[src/rtl/remap_pkg.sv]
package remap_pkg;
  // Width of an index into a pool of n entries (at least one bit).
  function automatic int idx_width(input int n);
    return (n > 1) ? $clog2(n) : 1;
  endfunction
endpackage

[src/rtl/fuse_loader.sv]
module fuse_loader #(
  parameter int TOTAL = 26
) (
  input  logic             clk,
  input  logic             rst,
  input  logic             fuse_vld,
  input  logic             fuse_dat,
  output logic             done,
  output logic [TOTAL-1:0] image
);
  localparam int CNT_W = $clog2(TOTAL + 1);

  logic [CNT_W-1:0] cnt;

  // First bit received ends up at image[0] after TOTAL shifts.
  always_ff @(posedge clk) begin
    if (rst) begin
      cnt   <= '0;
      done  <= 1'b0;
      image <= '0;
    end else if (!done && fuse_vld) begin
      image <= {fuse_dat, image[TOTAL-1:1]};
      cnt   <= cnt + 1'b1;
      if (cnt == CNT_W'(TOTAL - 1)) done <= 1'b1;
    end
  end

  AST_CNT_BOUND: assert property (@(posedge clk) disable iff (rst)
    cnt <= CNT_W'(TOTAL));
  AST_IMAGE_FROZEN: assert property (@(posedge clk) disable iff (rst)
    done |=> $stable(image));
endmodule

[src/rtl/entry_match.sv]
module entry_match import remap_pkg::*; #(
  parameter int AW = 6,
  parameter int N  = 2,
  localparam int IW = idx_width(N),
  localparam int EW = AW + 1
) (
  input  logic          clk,
  input  logic          rst,
  input  logic          en,
  input  logic [N*EW-1:0] table_i,
  input  logic [AW-1:0] key,
  output logic          hit,
  output logic [IW-1:0] idx
);
  logic [N-1:0] match;

  genvar g;
  generate
    for (g = 0; g < N; g++) begin : g_ent
      // Entry layout: valid bit at the bottom, address above it.
      assign match[g] = en && table_i[g*EW] && (table_i[g*EW+1 +: AW] == key);
    end
  endgenerate

  always_comb begin
    hit = 1'b0;
    idx = '0;
    for (int i = N - 1; i >= 0; i--) begin
      if (match[i]) begin
        hit = 1'b1;
        idx = IW'(i);
      end
    end
  end

  AST_LOWEST_WINS: assert property (@(posedge clk) disable iff (rst)
    hit |-> ((match & ((N'(1) << idx) - N'(1))) == '0));
  AST_HIT_IS_VALID: assert property (@(posedge clk) disable iff (rst)
    hit |-> table_i[idx*EW]);
endmodule

[src/rtl/spare_remap.sv]
module spare_remap import remap_pkg::*; #(
  parameter int ROW_W  = 6,
  parameter int COL_W  = 5,
  parameter int N_SROW = 2,
  parameter int N_SCOL = 2
) (
  input  logic             clk,
  input  logic             rst,
  input  logic             fuse_vld,
  input  logic             fuse_dat,
  output logic             ready,
  input  logic [ROW_W-1:0] row_addr,
  input  logic [COL_W-1:0] col_addr,
  output logic [ROW_W:0]   phy_row,
  output logic [COL_W:0]   phy_col
);
  localparam int RIW    = idx_width(N_SROW);
  localparam int CIW    = idx_width(N_SCOL);
  localparam int ROW_TB = N_SROW * (ROW_W + 1);
  localparam int COL_TB = N_SCOL * (COL_W + 1);
  localparam int TOTAL  = ROW_TB + COL_TB;

  logic [TOTAL-1:0] image;
  logic             row_hit, col_hit;
  logic [RIW-1:0]   row_idx;
  logic [CIW-1:0]   col_idx;

  fuse_loader #(.TOTAL(TOTAL)) loader_i (
    .clk(clk), .rst(rst), .fuse_vld(fuse_vld), .fuse_dat(fuse_dat),
    .done(ready), .image(image)
  );

  entry_match #(.AW(ROW_W), .N(N_SROW)) row_cam_i (
    .clk(clk), .rst(rst), .en(ready), .table_i(image[ROW_TB-1:0]),
    .key(row_addr), .hit(row_hit), .idx(row_idx)
  );

  // Column spare is only considered when no row spare takes the access.
  entry_match #(.AW(COL_W), .N(N_SCOL)) col_cam_i (
    .clk(clk), .rst(rst), .en(ready && !row_hit), .table_i(image[TOTAL-1:ROW_TB]),
    .key(col_addr), .hit(col_hit), .idx(col_idx)
  );

  always_comb begin
    phy_row = row_hit ? {1'b1, ROW_W'(row_idx)} : {1'b0, row_addr};
    phy_col = col_hit ? {1'b1, COL_W'(col_idx)} : {1'b0, col_addr};
  end

  AST_READY_HOLD: assert property (@(posedge clk) disable iff (rst)
    ready |=> ready);
  AST_IDLE_PASS: assert property (@(posedge clk) disable iff (rst)
    !ready |-> (phy_row == {1'b0, row_addr}) && (phy_col == {1'b0, col_addr}));
  AST_ROW_RANGE: assert property (@(posedge clk) disable iff (rst)
    phy_row[ROW_W] |-> (phy_row[ROW_W-1:0] < ROW_W'(N_SROW)));
  AST_COL_RANGE: assert property (@(posedge clk) disable iff (rst)
    phy_col[COL_W] |-> (phy_col[COL_W-1:0] < COL_W'(N_SCOL)));
  AST_ROW_FIRST: assert property (@(posedge clk) disable iff (rst)
    phy_row[ROW_W] |-> !phy_col[COL_W]);
endmodule

[config.mk]
export PLATFORM = sky130hd
export DESIGN_NAME = spare_remap
export DESIGN_NICKNAME = d
export VERILOG_FILES = /design/src/rtl/remap_pkg.sv /design/src/rtl/fuse_loader.sv /design/src/rtl/entry_match.sv /design/src/rtl/spare_remap.sv
export SDC_FILE = /design/constraint.sdc
export NUM_CORES = 1
export LEC_CHECK = 0
export BUFFER_PORTS_ARGS = -buffer_cell sky130_fd_sc_hd__buf_2
export CORE_MARGIN = 1.5
export CORE_UTILIZATION = 49
export CTS_BUF_LIST = sky130_fd_sc_hd__clkbuf_16
export DETAILED_ROUTE_END_ITERATION = 16
export PLACE_DENSITY = 0.75
export SLEW_MARGIN = 30
export SYNTH_ARGS = -nofsm -noshare
export SYNTH_HDL_FRONTEND = slang
export SYNTH_SLANG_ARGS = --single-unit
[constraint.sdc]
create_clock -name clk -period 1.4 [get_ports clk]
set_clock_uncertainty 0.15 [all_clocks]
set_input_delay 0.07 -clock clk [delete_from_list [all_inputs] [get_ports clk]]
set_output_delay 0.07 -clock clk [all_outputs]
set_load 0.01 [all_outputs]
# Word level (Yosys, flattened, before mapping)
# Cells that the tools add are included.
[op_classes] addsub=1 n_eq_ne=5 mux=8 n_reduce_logical=13
[op_table] operator="$eq 6x6->1" count=2
[op_table] operator="$eq 5x5->1" count=2
[op_table] operator="$logic_and 1x1->1" count=10
[op_table] operator="$mux 7" count=1
[op_table] operator="$mux 1" count=6
[op_table] operator="$mux 6" count=1
[op_table] operator="$add 5x1->5 const B" count=1
[op_table] operator="$eq 5x5->1 const B" count=1
[op_table] operator="$logic_not 1->1" count=2
[op_table] operator="$reduce_and 2->1" count=1
[totals] reg_bits=32 in_bits=15 wordCells=30

# Depth between registers and ports, before layout
# Gate-level depths: netlist (run 1).
[logic_depth] depth_word=11 mapped_depth=6 mapped_depth_nobuf=6

# Hierarchy
# From an unflattened synthesis (run 1), not the netlist that was laid out.
[hier_totals] hier_cells=193 hier_area_um2=1651.6
[modules_own_cells] mod="fuse_loader" instances=1 cells_per_inst=143 area_each_um2=1232.4
[modules_own_cells] mod="entry_match at row_cam_i" instances=1 cells_per_inst=20 area_each_um2=160.2
[modules_own_cells] mod="entry_match at col_cam_i" instances=1 cells_per_inst=16 area_each_um2=135.1
[modules_own_cells] mod="spare_remap" instances=1 cells_per_inst=14 area_each_um2=123.9

# Worst setup path after synthesis (run 1)
# OpenSTA, ideal clock, no wires.
[synth_timing] path_kind="register to output" start="reg loader_i.done" end="out phy_col[0]" arrival_time_ns=1.469 setup_slack_ns=-0.289 stages_incl_launch_ff=6 n_path_buf=0 cell_sequence="dfxtp_1 > nand2_1 > nor4_2 > nand4_2 > and2_4 > a31oi_1"
[synth_between] elab_chain_cells=11 elab_cells_between_ends=16
[synth_lines] element="start, declared" line_no="fuse_loader.sv:8" source="output logic done,"
[synth_lines] element="start signal, assigned" line_no="fuse_loader.sv:19" source="done <= 1'b0;"
[synth_lines] element="start signal, assigned" line_no="fuse_loader.sv:24" source="if (cnt == CNT_W'(TOTAL - 1)) done <= 1'b1;"
[synth_lines] element="$logic_and 1x1->1 (2 in a row)" line_no="entry_match.sv:21" source="assign match[g] = en && table_i[g*EW] && (table_i[g*EW+1 +: AW] == key);"
[synth_lines] element="$mux 1 (2 in a row)" line_no="entry_match.sv:29" source="if (match[i]) begin"
[synth_lines] element="$logic_not 1->1" line_no="spare_remap.sv:40" source=".clk(clk), .rst(rst), .en(ready && !row_hit), .table_i(image[TOTAL-1:ROW_TB]),"
[synth_lines] element="$logic_and 1x1->1 *" line_no="spare_remap.sv:40"
[synth_lines] element="$logic_and 1x1->1 (2 in a row)" line_no="entry_match.sv:21"
[synth_lines] element="$mux 1 (2 in a row)" line_no="entry_match.sv:29"
[synth_lines] element="$mux 6 *" line_no="spare_remap.sv:46" source="phy_col = col_hit ? {1'b1, COL_W'(col_idx)} : {1'b0, col_addr};"
[synth_lines] element="end, declared" line_no="spare_remap.sv:15" source="output logic [COL_W:0] phy_col"
# Every way passes the cells marked *; elsewhere a longest branch is shown, timed or not.

# Worst setup path after layout (run 1)
[layout_timing] start="reg loader_i.image[19]" end="out phy_col[1]"
[layout_between] elab_chain_cells=4
[layout_lines] element="start, declared" line_no="fuse_loader.sv:9" source="output logic [TOTAL-1:0] image"
[layout_lines] element="start signal, assigned" line_no="fuse_loader.sv:22" source="image <= {fuse_dat, image[TOTAL-1:1]};"
[layout_lines] element="$eq 5x5->1" line_no="entry_match.sv:21"
[layout_lines] element="$logic_and 1x1->1" line_no="entry_match.sv:21"
[layout_lines] element="$mux 1" line_no="entry_match.sv:29"
[layout_lines] element="$mux 6" line_no="spare_remap.sv:46"
# Every way passes these cells.

==> flow_summary.toml, run 1 <==
[synth]
ys_seq_area_share_pct = 41.46
syn_nets = 209
yosysWarnings = 0
synth_seq_cells = 32
netlist_area_um2 = 1545
netlist_instances = 192
ys_types = 25
avgSynthCellArea_um2 = 8.048

[finish]
drive_gt1_share_pct = 46.99
diodes = 0
finalNetCount = 282
area_delta_synth_final_pct = 60.57
stdcell_area_um2 = 2481
utilization_pct = 81.94

[global_routing]
antenna_found_initial = 0
grt_pass1_wl_mm = 6.430
grt_max_degree = 33
grt_use_total_pct = 25.50
grt_pass1_vias = 1387
overflow = 0

[sta]
hold_violations = 0
post-route-period-util_pct = 151.8
slew_headroom_pct = 52.62
fin_ws_ns = -0.7251
layout_min_cycle_time_ns = 2.125
setup_viol = 40
slew_viol_final = 0
fmax_ghz = 0.4706
tns_ns = -9.617
grt_setup_unrepaired = "true"
worst_pin_slew_ns = 0.7106

[cts]
cts-root-buf = "clkbuf_16"
cts.sinks = 32
clk_pin_slew_ns = 0.05
cts_buffer_depth = 2
clock_latency_ns = 0.29
cts-htree-levels = 2
cts_tree = "done"
cts_made_buffers = 5

[pwr]
swShare_pct = 24.08
power_leakage_nw = 1.071
irDropWorstVdd_mv = 0.9701
power_density_nw_per_um2 = 897.1
pwr-share-comb_pct = 12.4
p_switching_w = 0.0005360
power_frac_seq_pct = 41.8
clkPwrFrac_pct = 45.8
internal-power_w = 0.001690

[critical_path]
critPathSlowestCell = "nor4_1"
crit_family = "simple AND/OR/NAND/NOR gates"
crit_chain = "xor2_1 > nor4_1 > and3_1 > o2111ai_4 > and2_4 > buf_6"
end_kind = "primary output"
critPathMaxStageDelay_ns = 0.34
crit_required_ns = 1.18
path_class = "reg2out"
path_max_fanout = 5
critPathLaunchType = "flip-flop"
cp_num_buf_inv = 1
cp.arrival_ns = 1.91

[status]
status = "finished with violations"
violations = "setup timing"

[worst_hold_path]
hp-class = "in2reg"

[die]
core_um2 = 3028
die_w_um = 59.16
start_util_pct = 51.03
die_h_um = 59.16
die-area_um2 = 3499
rows = 20
top_level_ports = 29

[placement]
port_buffers = 28
dpl_cell_area_um2 = 1999
dp_hpwl_mm = 2.460
gp_congestion = 0.7997

[routing]
drt_iter0_markers = 165
antenna_left = 0
first_pass_iters = 4
route.detailed.drc = 0
route.final.wire_length_mm = 4.766
vias = 1632
viasPerCell = 5.265
wl_per_cell_um = 15.37

[job]
max_cap_violations = 0
[metal layers]
layer  up-vias  track usage (%)  routed length (um)
li1        783                -                   -
met1       791            33.56                1980
met2        49            39.05                2459
met3         9            7.205                 237
met4         0            11.04                  89
met5         -                0                   0
[repair_timing]
item | CTS | global route
setup endpoints to repair | 40 | 28
pin swaps | 10 | 19
hold buffers | 1 | 0
gates resized for setup | 15 | 40
hold endpoints to repair | 1 | 0
buffers inserted | 6 | 4
gates cloned | 3 | 1
[layout by cell type (no fill, tap or decap), types with 2 or more instances in the layout]
cell       Yosys  routed
dfxtp_2        0       4
and3_1         7       6
and2_4         1       5
nand2_4        0       3
a21oi_2        0      12
xnor2_1        9       8
clkbuf_16      0       6
xor2_1        17      16
buf_6          0      14
nand2_2        0       6
a21oi_1       26      14
buf_2          3      21
nand4_1        3       5
ha_1           2       2
inv_2          0       2
nor2_1         8       8
dfxtp_1       32      27
nand2_1       55      46
buf_4          2      36
inv_1          4       4
nor4_2         2       2
[cells in the mapped netlist]
cell,number,area [um2]
a211oi_1,1,7.510
a21boi_0,1,7.510
a21oi_1,26,130.1
a31oi_1,1,6.260
a41oi_1,1,8.760
and2_1,4,25.02
and2_4,1,8.760
and2b_1,1,7.510
and3_1,7,43.79
buf_2,3,15.01
buf_4,2,15.01
clkbuf_1,6,22.52
dfxtp_1,32,640.6
ha_1,2,25.02
inv_1,4,15.01
nand2_1,55,206.5
nand2b_1,1,6.260
nand4_1,3,18.77
nand4_2,2,25.02
nor2_1,8,30.03
nor4_1,2,12.51
nor4_2,2,25.02
o2111ai_2,1,15.01
xnor2_1,9,78.83
xor2_1,17,148.9
[path summary, 6_finish.rpt]
check	from	to	slack (ns)	cells past startpoint
max	loader_i.image[19]	phy_col[1]	-0.73	6
min	fuse_vld	loader_i.done	0.04	5
max reg2reg	loader_i.done	loader_i.image[15]	-0.10	6
min reg2reg	loader_i.image[0]	loader_i.image[0]	0.32	2
[stage by stage]
| step | std cells | hold WS (ns) | power, W | setup slack (ns) |
|---|---|---|---|---|
| 6_report | 310 | 0.03979 | 0.002226 | -0.7251 |
| 5_1_grt | 310 | 0.09886 | 0.002299 | -0.7838 |
| 4_1_cts | 305 | 0.03823 | 0.002182 | -0.6587 |
| 3_5_place_dp | 287 | 0.1657 | 0.001150 | -0.3761 |
| 3_3_place_gp | 287 | 0.1683 | 0.001147 | -0.3083 |
| 2_1_floorplan | 192 | -0.01093 | 0.001056 | -0.1161 |
[power groups by stage]
stage                     clock (W)  combinational, W  sequential, W
final                       0.00102          0.000276       0.000931
after global routing        0.00108          0.000292       0.000932
after CTS                   0.00103          0.000222       0.000930
after detailed placement          0          0.000202       0.000948
after global placement            0          0.000199       0.000948
after floorplan                   0          0.000109       0.000947
[final cells by class]
type                            instances  area (um2)
Fill cell                             160       546.8
Clock buffer                            5       125.1
Inverter                                4       15.01
Tap cell                               44       55.05
Sequential cell                        32       649.4
Clock inverter                          3       11.26
Multi-Input combinational cell        147        1022
Timing Repair Buffer                   75       603.1
[sequential cells by signal, indices dropped and copies added (netlist names)]
register        count
loader_i.cnt        5
loader_i.done       1
loader_i.image     26
[cells by family (layout without fill, tap and decap cells)]
group / Yosys count / after routing / synth area share [%]
xor gates and xnor gates: 26 / 26 / 14.74
buffers and inverters: 15 / 87 / 4.372
DFF: 32 / 32 / 41.46
AOI/OAI and AO/OA: 31 / 31 / 11.34
adders and majority gates: 2 / 2 / 1.619
and+or+nand+nor: 86 / 88 / 26.48
[tightest hold or removal path: stages]
cell and delay [ns]:
buf_2 0.12, nand4_1 0.08, nor2_1 0.04, nor2_1 0.08
nor2_1 0.04
Note: power is estimated with default switching activity, not from simulation.
==> inputs of run 2 (changes only) <==
--- a/constraint.sdc
+++ b/constraint.sdc
@@ -3,3 +3,3 @@
 set_input_delay 0.07 -clock clk [delete_from_list [all_inputs] [get_ports clk]]
 set_output_delay 0.07 -clock clk [all_outputs]
-set_load 0.01 [all_outputs]
+set_load 0.1 [all_outputs]
==> run 2 against run 1 <==
  * The run still ends with setup timing left
  * Via count is 6.4% higher
  * Sequential share of layout area shrank 2.1 points
  * Core utilization is 7.1 points higher
  * Wire length up 29%
  * Critical path type unchanged
==> flow_summary.toml, run 2 (same netlist as run 1, synthesis figures left out) <==
[status]
status = "finished with violations"
violations = "setup timing"

[finish]
final_cell_mix = "nand2_1 (53), buf_4 (34), dfxtp_1 (28)"
regMostFlops = "loader_i.image"
largest_register_ffs = 26
finalNetCount = 282
reg.largest.list = "loader_i.image (26), loader_i.cnt (5), loader_i.done (1)"
multi_input_area_um2 = 1017
area_delta_synth_final_pct = 74.49
regArea_um2 = 648.1
fillCellCount = 125
utilization_pct = 89.05
final_common_cell = "nand2_1"
diodes = 0
drive_gt1_share_pct = 43.61

[routing]
first_pass_iters = 4
route.detailed.drc = 0
drt_iter0_markers = 141
route.final.wire_length_mm = 6.135
wl_per_cell_um = 19.79
viasPerCell = 5.603
vias = 1737
antenna_left = 0

[pwr]
irDropWorstVdd_mv = 0.8295
power_leakage_nw = 1.138
p_switching_w = 0.0006728
pwr-share-comb_pct = 17.6
total_power_w = 0.002606
internal-power_w = 0.001933
clkPwrFrac_pct = 46.6
power_frac_seq_pct = 35.8
swShare_pct = 25.82
power_density_nw_per_um2 = 966.4

[die]
top_level_ports = 29
start_util_pct = 51.03
die_h_um = 59.16
die-area_um2 = 3499
die_w_um = 59.16
rows = 20
core_um2 = 3028

[sta]
post-route-period-util_pct = 160.4
grt_setup_unrepaired = "true"
hold_violations = 0
fmax_ghz = 0.4452
setup_viol = 17
hold_ws_ns = 0.03416
worst_pin_slew_ns = 0.4488
layout_min_cycle_time_ns = 2.246
slew_viol_final = 0
slew_headroom_pct = 69.87
fin_ws_ns = -0.8463

[critical_path]
crit_required_ns = 1.18
critPathMaxStageDelay_ns = 0.41
crit_family = "simple AND/OR/NAND/NOR gates"
path_max_fanout = 2
crit_chain = "xor2_1 > nor4_1 > and3_2 > a41oi_4 > a31oi_4 > buf_12"
end_kind = "primary output"
cp.arrival_ns = 2.03
critPathSlowestCell = "nor4_1"
path_class = "reg2out"
critPathLaunchType = "flip-flop"
cp_num_buf_inv = 1

[global_routing]
grt_pass1_wl_mm = 7.224
grt_pass1_vias = 1540
grt_use_total_pct = 28.28
grt_max_degree = 27
antenna_found_initial = 0
overflow = 0

[placement]
gp_congestion = 0.7343
port_buffers = 28
dp_hpwl_mm = 2.735

[cts]
cts-htree-levels = 2
cts_buffer_depth = 2
clock_latency_ns = 0.28
cts.sinks = 32
clk_pin_slew_ns = 0.05
cts_made_buffers = 5
cts-root-buf = "clkbuf_16"
cts_tree = "done"

[job]
max_cap_violations = 0

[worst_hold_path]
hp-class = "in2reg"
-- run 2: stage by stage --
stage               TNS, ns  worst slack (ns)  std cells  area [um2]
floorplan            -5.573           -0.6852        192        1644
global placement     -4.759           -0.4171        290        2206
detailed placement   -5.401           -0.4792        290        2206
CTS                  -8.495           -0.7066        305        2520
global route         -10.72           -0.9124        310        2696
finish               -9.776           -0.8463        310        2696
-- run 2: area by class of cell --
| class | count | area share [%] |
|---|---|---|
| Clock buffer | 5 | 4.640 |
| Inverter | 4 | 0.5568 |
| Clock inverter | 3 | 1.392 |
| Multi-Input combinational cell | 147 | 37.73 |
| Sequential cell | 32 | 24.04 |
| Tap cell | 44 | 2.042 |
| Timing Repair Buffer | 75 | 29.61 |
-- run 2: path summary, 6_finish.rpt --
path / endpoint / cells past startpoint / startpoint / slack (ns)
worst max register to register: loader_i.image[3] / 5 / loader_i.done / -0.04
worst min-delay path: loader_i.cnt[4] / 2 / rst / 0.03
worst max-delay path: phy_col[0] / 6 / loader_i.image[24] / -0.85
worst min register to register: loader_i.image[0] / 2 / loader_i.image[0] / 0.37
-- run 2: layer usage --
metal	vias to the layer above	global-route usage, %	share of wire, %
met1	821	33.29	38
met2	110	48.57	51
met5	-	0	0
met4	0	11.04	4.0
li1	781	-	-
met3	25	7.860	6.7
-- run 2: timing repair --
item / in CTS / in global routing
setup buffers: 5 / 2
pin swaps: 12 / 16
endpoints found under the setup margin: 27 / 31
hold endpoints to repair: 1 / 0
hold buffers: 1 / 0
gates cloned: 1 / 4
gates resized for setup: 26 / 24
-- run 2: worst reg2reg max path: stages, from the launching register on --
cell       delay [ns]
dfxtp_4          0.36
buf_6            0.12
and2b_2          0.29
clkbuf_16        0.18
nand2_1          0.08
a21oi_1          0.18
-- run 2: power groups by stage --
stage,combinational [W],clock [W],sequential [W]
final,0.000459,0.00121,0.000932
after global routing,0.000472,0.00127,0.000932
after CTS,0.000399,0.00121,0.000932
after detailed placement,0.000370,0,0.000950
after global placement,0.000366,0,0.000949
after floorplan,0.000240,0,0.000948
==> inputs of run 3 (changes only) <==
- ABC_CLOCK_PERIOD_IN_PS: not set -> 1950
- CORE_ASPECT_RATIO: not set -> 1.75
- clock period: 1.4 -> 1.95 ns (I/O delays scaled with it)
==> run 3 against run 2 <==
  * The flow still finishes with violations (setup timing)
  * Register-to-register slack better by 0.40 ns
  * Critical path type unchanged
  * Power shrank 32%
  * Sequential cell count stayed put
  * Clock power fell by 30%
  * First-iteration DRC count fell by 56%
  * Critical path depth unchanged
  * Core utilization down 14 points
  * Critical endpoint unchanged
  * Combinational power is 45% lower
  * Highest routed layer unchanged
  * Worst hold slack gained 0.0085 ns
  * Via count decreased by 20%
  * Sequential share of layout area increased by 5.4 points
==> flow_summary.toml, run 3 (same netlist as run 1, synthesis figures left out) <==
[sta]
setup_viol = 13
fmax_ghz = 0.4677
fin_ws_ns = -0.1882
layout_min_cycle_time_ns = 2.138
hold_violations = 0
tns_ns = -1.757
slew_viol_final = 0
post-route-period-util_pct = 109.7
slew_headroom_pct = 61.39
grt_setup_unrepaired = "true"
worst_pin_slew_ns = 0.5792

[routing]
vias = 1394
route.detailed.drc = 0
first_pass_iters = 4
antenna_left = 0
route.final.wire_length_mm = 3.536
drt_iter0_markers = 62
wl_per_cell_um = 13.00
viasPerCell = 5.125

[cts]
clk_pin_slew_ns = 0.05
cts-root-buf = "clkbuf_16"
cts_tree = "done"
cts_buffer_depth = 2
cts.sinks = 32
cts-htree-levels = 2
cts_made_buffers = 5
clock_latency_ns = 0.27

[critical_path]
critPathLaunchType = "flip-flop"
crit_family = "simple AND/OR/NAND/NOR gates"
critPathMaxStageDelay_ns = 0.33
path_max_fanout = 5
crit_chain = "xor2_2 > nor4_4 > nand4_2 > and2_4 > a31oi_4 > buf_12"
critPathSlowestCell = "dfxtp_2"
end_kind = "primary output"
r2r_setup_slack_ns = 0.36
crit_required_ns = 1.70
cp.arrival_ns = 1.89
cp_num_buf_inv = 1
path_class = "reg2out"

[global_routing]
grt_pass1_vias = 1322
top_usage_layer = "met2"
grt_util_met3_pct = 6.118
antenna_found_initial = 0
overflow = 0
grt_max_degree = 33
grtUsageMet1_pct = 29.40
grt_use_total_pct = 23.55
grt_pass1_wl_mm = 6.092
grt_use_met2_pct = 36.20

[status]
violations = "setup timing"
status = "finished with violations"

[finish]
final_common_cell = "nand2_1"
drive_gt1_share_pct = 31.74
regMostFlops = "loader_i.image"
finalNetCount = 246
reg.largest.list = "loader_i.image (26), loader_i.cnt (5), loader_i.done (1)"
utilization_pct = 75.11
final_cell_mix = "nand2_1 (54), a21oi_1 (26), dfxtp_1 (23)"
area_delta_synth_final_pct = 43.89
instances_no_fill = 272
diodes = 0
largest_register_ffs = 26

[pwr]
power_density_nw_per_um2 = 796.8
total_power_w = 0.001772
power_leakage_nw = 0.9095
p_switching_w = 0.0004316
clkPwrFrac_pct = 48.0
power_frac_seq_pct = 37.7
pwr-share-comb_pct = 14.2
swShare_pct = 24.36
irDropWorstVdd_mv = 0.9877
internal-power_w = 0.001340

[job]
max_cap_violations = 0

[die]
top_level_ports = 29
die_h_um = 77.29
die_w_um = 45.45
die-area_um2 = 3513
core_um2 = 2960
start_util_pct = 52.20
rows = 26

[placement]
gp_congestion = 0.8058
dp_hpwl_mm = 2.326
port_buffers = 28
dp.cells = 255

[worst_hold_path]
hp-class = "in2reg"
## run 3: worst register-to-register path, delay by kind of cell (launching register included)
kind	cells	cell delay, ns
simple gates	2	0.50
flops	1	0.36
buf+inv	2	0.36
compound gates	1	0.14
## run 3: metal layers
| metal | up-vias | part of all wire, % |
|---|---|---|
| met3 | 7 | 5.3 |
| li1 | 704 | - |
| met5 | - | 0 |
| met1 | 635 | 41 |
| met2 | 48 | 51 |
| met4 | 0 | 2.1 |
## run 3: cell type report
cell class	count	area [um2]
clock buffer	5	125.1
clock inverter	3	38.79
fill	205	737.0
inverter	4	15.01
multi-input combinational	146	937.1
sequential	32	654.4
tap	42	52.55
timing repair buffer	40	400.4
## run 3: what timing repair did
action	4_1_cts	5_1_grt
setup buffers	7	0
hold endpoints to repair	1	0
pin swaps	18	5
hold buffers	1	0
gates cloned	1	0
endpoints found under the setup margin	13	13
gates resized for setup	30	1
## run 3: power groups by stage
stage	combinational, W	clock [W]	sequential, W
after floorplan	0.000159	0	0.000680
after global placement	0.000233	0	0.000681
after detailed placement	0.000235	0	0.000682
after CTS	0.000254	0.000868	0.000668
after global routing	0.000267	0.000899	0.000668
final	0.000252	0.000851	0.000669
## run 3: path summary, 6_finish.rpt
| kind | startpoint | to | cells past startpoint |
|---|---|---|---|
| worst max-delay path | loader_i.image[11] | phy_col[0] | 6 |
| worst min-delay path | fuse_vld | loader_i.done | 5 |
| worst max register to register | loader_i.done | loader_i.image[19] | 5 |
| worst min register to register | loader_i.image[20] | loader_i.image[20] | 2 |
## run 3: metrics by stage
stage	hold slack [ns]	setup slack, ns	area, um2
after floorplan	0.01657	-0.1633	1583
after global placement	0.2120	0.09624	1886
after detailed placement	0.2094	0.03691	1886
after CTS	0.04309	-0.1655	2222
after global routing	0.08259	-0.2715	2223
final	0.04268	-0.1882	2223
